[src/rtl/ramp_adc_pkg.sv]
`timescale 1ns/1ps
package ramp_adc_pkg;

  typedef enum logic [1:0] {
    MODE_OFF  = 2'd0,
    MODE_REF  = 2'd1,
    MODE_HALF = 2'd2,
    MODE_VIN  = 2'd3
  } adcMode_t;

  typedef enum logic [2:0] {
    ST_IDLE,
    ST_DISCH,
    ST_APER,
    ST_POLDET,
    ST_SINK,
    ST_COUNT
  } seqState_t;

  // strobes from the control FSM to the datapath
  typedef struct packed {
    logic clrFlags;
    logic loadAp;
    logic loadHalf;
    logic phDec;
    logic beginCount;
    logic dirSink;
    logic cntInc;
    logic finishOk;
    logic finishOvf;
    logic storeA;
    logic abortHit;
  } dpStrobe_t;

endpackage

[src/rtl/ramp_adc_dpath.sv]
`timescale 1ns/1ps
module ramp_adc_dpath
  import ramp_adc_pkg::*;
#(
  parameter int AP_W  = 8,
  parameter int CNT_W = 16
) (
  input  logic             clk,
  input  logic             rstN,
  input  dpStrobe_t        stb,
  input  logic [AP_W-1:0]  apertureTime,
  input  logic             cmpOut,
  output logic             phZero,
  output logic             phOne,
  output logic             cntMax,
  output logic             halfZero,
  output logic             cmpChanged,
  output logic [CNT_W-1:0] result,
  output logic             polarity,
  output logic             overflowFlag,
  output logic             abortFlag,
  output logic             resultReady
);

  localparam int PH_W = (AP_W > CNT_W) ? AP_W : CNT_W;

  logic [PH_W-1:0]  phaseCnt;
  logic [CNT_W-1:0] convCnt;
  logic [CNT_W-1:0] timeA;
  logic [CNT_W-1:0] halfA;
  logic             cmpRef;

  assign halfA      = timeA >> 1;
  assign halfZero   = (halfA == '0);
  assign phZero     = (phaseCnt == '0);
  assign phOne      = (phaseCnt == PH_W'(1));
  assign cntMax     = &convCnt;
  assign cmpChanged = (cmpOut != cmpRef);

  // phase timer: aperture/discharge length or sink length
  always_ff @(posedge clk or negedge rstN) begin
    if (!rstN) begin
      phaseCnt <= '0;
    end else if (stb.loadAp) begin
      phaseCnt <= PH_W'(apertureTime);
    end else if (stb.loadHalf) begin
      phaseCnt <= PH_W'(halfA);
    end else if (stb.phDec) begin
      phaseCnt <= phaseCnt - PH_W'(1);
    end
  end

  // conversion counter and comparator reference
  always_ff @(posedge clk or negedge rstN) begin
    if (!rstN) begin
      convCnt  <= '0;
      cmpRef   <= 1'b0;
      polarity <= 1'b0;
    end else if (stb.beginCount) begin
      convCnt  <= '0;
      cmpRef   <= cmpOut;
      polarity <= stb.dirSink;
    end else if (stb.cntInc) begin
      convCnt  <= convCnt + CNT_W'(1);
    end
  end

  // result, stored time A, flags
  always_ff @(posedge clk or negedge rstN) begin
    if (!rstN) begin
      result       <= '0;
      timeA        <= '0;
      overflowFlag <= 1'b0;
      abortFlag    <= 1'b0;
      resultReady  <= 1'b0;
    end else begin
      resultReady <= stb.finishOk | stb.finishOvf;
      if (stb.clrFlags) begin
        overflowFlag <= 1'b0;
        abortFlag    <= 1'b0;
      end
      if (stb.finishOk) begin
        result <= convCnt;
      end else if (stb.finishOvf) begin
        result       <= '0;
        overflowFlag <= 1'b1;
      end
      if (stb.storeA) begin
        timeA <= stb.finishOk ? convCnt : '0;
      end
      if (stb.abortHit) begin
        abortFlag <= 1'b1;
      end
    end
  end

  a_r4_ready_pulse: assert property (@(posedge clk) disable iff (!rstN)
    resultReady |=> !resultReady);

  a_r8_ovf_zero: assert property (@(posedge clk) disable iff (!rstN)
    (resultReady && overflowFlag) |-> (result == '0));

  a_r9_abort_flag: assert property (@(posedge clk) disable iff (!rstN)
    stb.abortHit |=> (abortFlag && !resultReady && $stable(result)));

  a_r10_flags_clear: assert property (@(posedge clk) disable iff (!rstN)
    stb.clrFlags |=> (!overflowFlag && !abortFlag));

endmodule

[src/rtl/ramp_adc_ctrl.sv]
`timescale 1ns/1ps
module ramp_adc_ctrl
  import ramp_adc_pkg::*;
(
  input  logic       clk,
  input  logic       rstN,
  input  logic [1:0] modeSel,
  input  logic       seqStart,
  input  logic       seqAbort,
  input  logic       senseTick,
  input  logic       cmpOut,
  input  logic       phZero,
  input  logic       phOne,
  input  logic       cntMax,
  input  logic       halfZero,
  input  logic       cmpChanged,
  input  logic       polarity,
  output dpStrobe_t  stb,
  output logic       srcEn,
  output logic       srcSink,
  output logic       dischargeSw,
  output logic       sampleSw
);

  seqState_t state, nextState;
  adcMode_t  modeReg;
  logic      busy;

  assign busy = (state != ST_IDLE);

  always_comb begin
    stb       = '0;
    nextState = state;
    if (busy && seqAbort) begin
      nextState    = ST_IDLE;
      stb.abortHit = 1'b1;
    end else begin
      unique case (state)
        ST_IDLE: begin
          if (seqStart && (modeSel != MODE_OFF)) begin
            stb.clrFlags = 1'b1;
            case (adcMode_t'(modeSel))
              MODE_REF: begin
                nextState  = ST_DISCH;
                stb.loadAp = 1'b1;
              end
              MODE_VIN: begin
                nextState  = ST_APER;
                stb.loadAp = 1'b1;
              end
              default: begin
                if (halfZero) begin
                  nextState      = ST_COUNT;
                  stb.beginCount = 1'b1;
                end else begin
                  nextState    = ST_SINK;
                  stb.loadHalf = 1'b1;
                end
              end
            endcase
          end
        end
        ST_DISCH, ST_APER: begin
          if (senseTick) begin
            if (phZero) begin
              nextState      = (state == ST_DISCH) ? ST_COUNT : ST_POLDET;
              stb.beginCount = (state == ST_DISCH);
            end else begin
              stb.phDec = 1'b1;
            end
          end
        end
        ST_POLDET: begin
          nextState      = ST_COUNT;
          stb.beginCount = 1'b1;
          stb.dirSink    = cmpOut;
        end
        ST_SINK: begin
          if (senseTick) begin
            if (phOne) begin
              nextState      = ST_COUNT;
              stb.beginCount = 1'b1;
            end else begin
              stb.phDec = 1'b1;
            end
          end
        end
        ST_COUNT: begin
          if (cmpChanged) begin
            nextState    = ST_IDLE;
            stb.finishOk = 1'b1;
            stb.storeA   = (modeReg == MODE_REF);
          end else if (senseTick) begin
            if (cntMax) begin
              nextState     = ST_IDLE;
              stb.finishOvf = 1'b1;
              stb.storeA    = (modeReg == MODE_REF);
            end else begin
              stb.cntInc = 1'b1;
            end
          end
        end
        default: nextState = ST_IDLE;
      endcase
    end
  end

  always_ff @(posedge clk or negedge rstN) begin
    if (!rstN) begin
      state   <= ST_IDLE;
      modeReg <= MODE_OFF;
    end else begin
      state <= nextState;
      if (!busy && seqStart && (modeSel != MODE_OFF)) begin
        modeReg <= adcMode_t'(modeSel);
      end
    end
  end

  assign srcEn       = (state == ST_SINK) || (state == ST_COUNT);
  assign srcSink     = (state == ST_SINK) || ((state == ST_COUNT) && polarity);
  assign dischargeSw = (state == ST_DISCH);
  assign sampleSw    = (state == ST_APER);

  a_r3_switch_excl: assert property (@(posedge clk) disable iff (!rstN)
    $onehot0({dischargeSw, sampleSw, srcEn}));

  a_r6_ref_never_sinks: assert property (@(posedge clk) disable iff (!rstN)
    srcSink |-> (modeReg != MODE_REF));

  a_r9_abort_idle: assert property (@(posedge clk) disable iff (!rstN)
    (busy && seqAbort) |=> (!srcEn && !dischargeSw && !sampleSw));

  a_r2_off_ignored: assert property (@(posedge clk) disable iff (!rstN)
    (!busy && seqStart && (modeSel == MODE_OFF)) |=> (state == ST_IDLE));

endmodule

[src/rtl/ramp_adc_seq.sv]
`timescale 1ns/1ps
module ramp_adc_seq
  import ramp_adc_pkg::*;
#(
  parameter int AP_W  = 8,
  parameter int CNT_W = 16
) (
  input  logic             clk,
  input  logic             rstN,
  input  logic [1:0]       modeSel,
  input  logic [AP_W-1:0]  apertureTime,
  input  logic             senseTick,
  input  logic             cmpOut,
  input  logic             seqStart,
  input  logic             seqAbort,
  output logic             srcEn,
  output logic             srcSink,
  output logic             dischargeSw,
  output logic             sampleSw,
  output logic [CNT_W-1:0] result,
  output logic             polarity,
  output logic             overflowFlag,
  output logic             abortFlag,
  output logic             resultReady
);

  dpStrobe_t stb;
  logic phZero, phOne, cntMax, halfZero, cmpChanged;

  ramp_adc_ctrl u_ctrl (
    .clk         (clk),
    .rstN        (rstN),
    .modeSel     (modeSel),
    .seqStart    (seqStart),
    .seqAbort    (seqAbort),
    .senseTick   (senseTick),
    .cmpOut      (cmpOut),
    .phZero      (phZero),
    .phOne       (phOne),
    .cntMax      (cntMax),
    .halfZero    (halfZero),
    .cmpChanged  (cmpChanged),
    .polarity    (polarity),
    .stb         (stb),
    .srcEn       (srcEn),
    .srcSink     (srcSink),
    .dischargeSw (dischargeSw),
    .sampleSw    (sampleSw)
  );

  ramp_adc_dpath #(.AP_W(AP_W), .CNT_W(CNT_W)) u_dpath (
    .clk          (clk),
    .rstN         (rstN),
    .stb          (stb),
    .apertureTime (apertureTime),
    .cmpOut       (cmpOut),
    .phZero       (phZero),
    .phOne        (phOne),
    .cntMax       (cntMax),
    .halfZero     (halfZero),
    .cmpChanged   (cmpChanged),
    .result       (result),
    .polarity     (polarity),
    .overflowFlag (overflowFlag),
    .abortFlag    (abortFlag),
    .resultReady  (resultReady)
  );

endmodule

[config.mk]
export PLATFORM = sky130hd
export DESIGN_NAME = ramp_adc_seq
export DESIGN_NICKNAME = d
export VERILOG_FILES = /design/src/rtl/ramp_adc_pkg.sv /design/src/rtl/ramp_adc_dpath.sv /design/src/rtl/ramp_adc_ctrl.sv /design/src/rtl/ramp_adc_seq.sv
export SDC_FILE = /design/constraint.sdc
export NUM_CORES = 1
export LEC_CHECK = 0
export CAP_MARGIN = 20
export CORE_ASPECT_RATIO = 1.4
export CORE_MARGIN = 2
export CORE_UTILIZATION = 65
export CTS_BUF_LIST = sky130_fd_sc_hd__clkbuf_16
export DETAILED_ROUTE_END_ITERATION = 10
export DONT_BUFFER_PORTS = 1
export MAX_ROUTING_LAYER = met4
export PLACE_DENSITY = 0.81
export SYNTH_ARGS = -nofsm -noshare
export SYNTH_HDL_FRONTEND = slang
export SYNTH_SLANG_ARGS = --single-unit
[constraint.sdc]
create_clock -name clk -period 4.31 [get_ports clk]
set_input_delay 0.431 -clock clk [delete_from_list [all_inputs] [get_ports clk]]
set_output_delay 0.431 -clock clk [all_outputs]
set_load 0.005 [all_outputs]
==> impl_metrics.csv <==
group,metric,value,unit
power,p_leak,0.002049,uW
drt,vias,2944,
timing,fin_hold_ws,0.2051,ns
yosys,synth_top_area_cell,"dfrtp_1",
yosys,synth_area_leaders,"dfrtp_1 47%, xor2_1 5.0%, nor2_1 4.3%",
placed_design,dp_slack,1.590,ns
min_path,min_from,"seqAbort",
clock_network,cts_max_path_buffers,2,
clock_network,cts_buffers,9,
min_path,holdPathStages,1,
floorplan,boundaryPins,40,
power,seqPwrFrac,40.3,%
placed_design,numPlacedInstances,439,
placed_design,gp_congestion,0.9706,
timing,finalSetupTns,0,ns
setup_path,cp.depth,6,
clock_network,clk_latency,0.33,ns
timing,fin_skew,0.005025,ns
yosys,synthArstFlopShare,100.0,%
power,vdd_ir_drop_max,0.3734,mV
power,clkPwrFrac,37.9,%
clock_network,path_clk_slew,0.06,ns
drt,drtIter0Drc,213,
placed_design,numPortBuffers,0,
floorplan,start_util,66.60,%
setup_path,start_kind,"flop",
yosys,syn_nets,404,
yosys,yosysUniqueCellTypes,51,
timing,hold_viol,0,
setup_path,endpoint_kind,"flop",
grt,grt_pass1_vias,2769,
setup_path,reg2reg_to,"u_dpath.timeA[1]$_DFFE_PN0P_",
drt,via_per_inst,6.442,
clock_network,cts_tree,"yes",
yosys,yosysMostFrequentCell,"dfrtp_1",
yosys,synth_edf_count,0,
grt,grt_max_degree,74,
floorplan,die_h,95.06,microns
setup_path,crit_buf_inv,0,
setup_path,cp.arrival,2.99,ns
cells_and_area,antennaDiodeCount,0,
grt,grt_usage,27.50,%
cells_and_area,drive_above_1_share,11.11,%
timing,min_period,2.777,ns
timing,max_slew.worst_pin.slew,0.9833,ns
clock_network,cts-root-buf,"clkbuf_16",
cells_and_area,nets,402,
cells_and_area,final_area,4245,sq um
setup_path,max_stage_delay,0.85,ns
floorplan,fp.coreArea,5781,sq um
setup_path,path_max_fanout,18,
clock_network,post_cts_resized,0,
min_path,hold_path_end,"u_ctrl.state[0]$_DFFE_PN0P_",
setup_path,reg2reg_slack,1.53,ns
cells_and_area,area_growth,10.27,%
floorplan,dieArea,6563,sq um
yosys,yosysSeqAreaShare,47.45,%
yosys,synth_area,3850,sq um
setup_path,cp.required,4.52,ns
timing,drv_slew,0,
min_path,hp-class,"input pin to flop",
grt,antenna_found_initial,0,
drt,routed_wl,8.487,mm
placed_design,dp_hpwl,5.749,mm
setup_path,r2r_cells,6,
yosys,postSynthAreaPerCell,10.03,sq um
power,power_density,526.4,nW/um^2
power,p_sw,702.7,uW
setup_path,path_delay_family,"simple AND/OR/NAND/NOR gates",
timing,setup_viol,0,
timing,rsz0062_at_grt,"no",
timing,max-slew-margin-rel,34.45,%
yosys,yosys_warnings,0,
grt,grt_pass1_wl,13.63,mm
setup_path,path_cells,"nand4_2 > nor3_4 > and3_4 > o21bai_4 > nor3b_4 > mux2_2",
grt,grt_overflow_total,0,
setup_path,rr_startpoint,"u_dpath.convCnt[6]$_DFFE_PN0P_",
drt,wire_per_inst,18.57,microns
timing,clock.fmax,0.3602,GHz
yosys,synth.top_cells.by_count,"73 x dfrtp_1, 44 x nor2_1, 25 x nand2_1, 24 x o21ai_0, 22 x xor2_1",
drt,drc,0,
drt,ant_nets,0,
timing,finalCritPeriodShare,64.42,%
power,p_sw_share,31.45,%
run_status,status,"finished clean",
clock_network,h-tree-depth,3,
floorplan,rows,33,
yosys,synth_seq_cells,73,
setup_path,path_class,"flop to flop",
timing,layout_setup_ws,1.533,ns
placed_design,dpl_cell_area,3864,sq um
power,internal-power,1532,uW
clock_network,cts.sinks,73,
run,cap_violations,0,
power,p_comb_share,21.8,%
yosys,ys.flop_type,"dfrtp_1",
setup_path,cp_slowest_cell,"nor3b_4",
yosys,synth_top_area_share,47.45,%
yosys,syn_inst,384,
floorplan,chipWidth,69.05,microns
cells_and_area,fill_cells,414,
cells_and_area,instances_no_fill,457,
drt,dr.pass1.iters,5,
==> worst max-delay path by stage <==
stage                                              start                               to  slack (ns)
after floorplan           u_dpath.convCnt[6]$_DFFE_PN0P_    u_dpath.timeA[10]$_DFFE_PN0P_        2.22
after global placement    u_dpath.convCnt[6]$_DFFE_PN0P_     u_dpath.timeA[1]$_DFFE_PN0P_        1.65
after detailed placement     u_ctrl.state[0]$_DFFE_PN0P_  u_dpath.phaseCnt[6]$_DFFE_PN0P_        1.59
after CTS                   u_dpath.timeA[7]$_DFFE_PN0P_       u_dpath.cmpRef$_DFFE_PN0P_        1.53
after global routing         u_ctrl.state[0]$_DFFE_PN0P_  u_dpath.phaseCnt[6]$_DFFE_PN0P_        1.26
final                     u_dpath.convCnt[6]$_DFFE_PN0P_     u_dpath.timeA[1]$_DFFE_PN0P_        1.53
==> per-stage QoR <==
step,utilization [%],total power [uW]
finish,73.44,2235
global route,73.44,2341
CTS,73.44,2239
detailed placement,66.84,1372
global placement,66.84,1354
floorplan,-,1269
==> power by group through the flow <==
| stage | clock network, uW | registers [uW] | logic (uW) |
|---|---|---|---|
| 2_1_floorplan | 0 | 850 | 418 |
| 3_3_place_gp | 0 | 903 | 451 |
| 3_5_place_dp | 0 | 910 | 462 |
| 4_1_cts | 858 | 897 | 485 |
| 5_1_grt | 885 | 914 | 542 |
| 6_report | 848 | 900 | 487 |
==> cell families (layout without fill, tap and decap cells) <==
group	count (synthesis)	count (layout)	synth area share, %
flops	73	73	47.45
buf+inv	22	25	2.600
mux	19	19	6.435
fa+ha+maj	5	5	1.560
simple gates	154	154	21.45
compound gates	82	82	13.91
xor+xnor	29	29	6.597
==> what timing repair did <==
action,in CTS,in global routing
setup buffers,0,0
endpoints found under the hold margin,73,0
hold buffers,2,0
==> cell usage in the layout (no fill, tap or decap), types with 4 or more instances in the layout <==
| cell type | n |
|---|---|
| dfrtp_1 | 73 |
| mux2_4 | 10 |
| nand2b_1 | 4 |
| o21ai_0 | 24 |
| xor2_1 | 22 |
| nand2_1 | 25 |
| ha_1 | 4 |
| and2_1 | 16 |
| o211ai_1 | 8 |
| nand3_1 | 16 |
| nor4_1 | 11 |
| nand4_1 | 5 |
| inv_1 | 7 |
| nor3_1 | 7 |
| nor2_1 | 44 |
| and3_1 | 5 |
| a22oi_1 | 4 |
| mux2_2 | 6 |
| a21o_1 | 16 |
| xnor2_1 | 7 |
| a21oi_1 | 15 |
| clkbuf_16 | 9 |
==> state kept, by name (all words and copies together), names as in the netlist <==
signal and cells:
u_dpath.convCnt 16, u_dpath.phaseCnt 16, u_dpath.result 16, u_dpath.timeA 15, u_ctrl.state 3, u_ctrl.modeReg 2, u_dpath.abortFlag 1, u_dpath.cmpRef 1
u_dpath.overflowFlag 1, u_dpath.polarity 1, u_dpath.resultReady 1
==> final cells by class <==
class / instances / area, sq um / area share (%)
clock buffer: 9 / 225.2 / 5.305
clock inverter: 7 / 118.9 / 2.800
inverter: 7 / 26.28 / 0.6189
multi-input combinational: 289 / 1923 / 45.30
sequential: 73 / 1827 / 43.03
tap: 70 / 87.58 / 2.063
timing repair buffer: 2 / 37.54 / 0.8842
==> layer usage <==
layer,GRT usage (%),part of all wire (%),vias to the layer above
met1,33.78,41,1453
li1,-,-,1369
met2,45.35,52,105
met3,4.757,5.7,17
met4,11.76,1.9,0
met5,-,0,-
(Power assumes the default switching activity.)
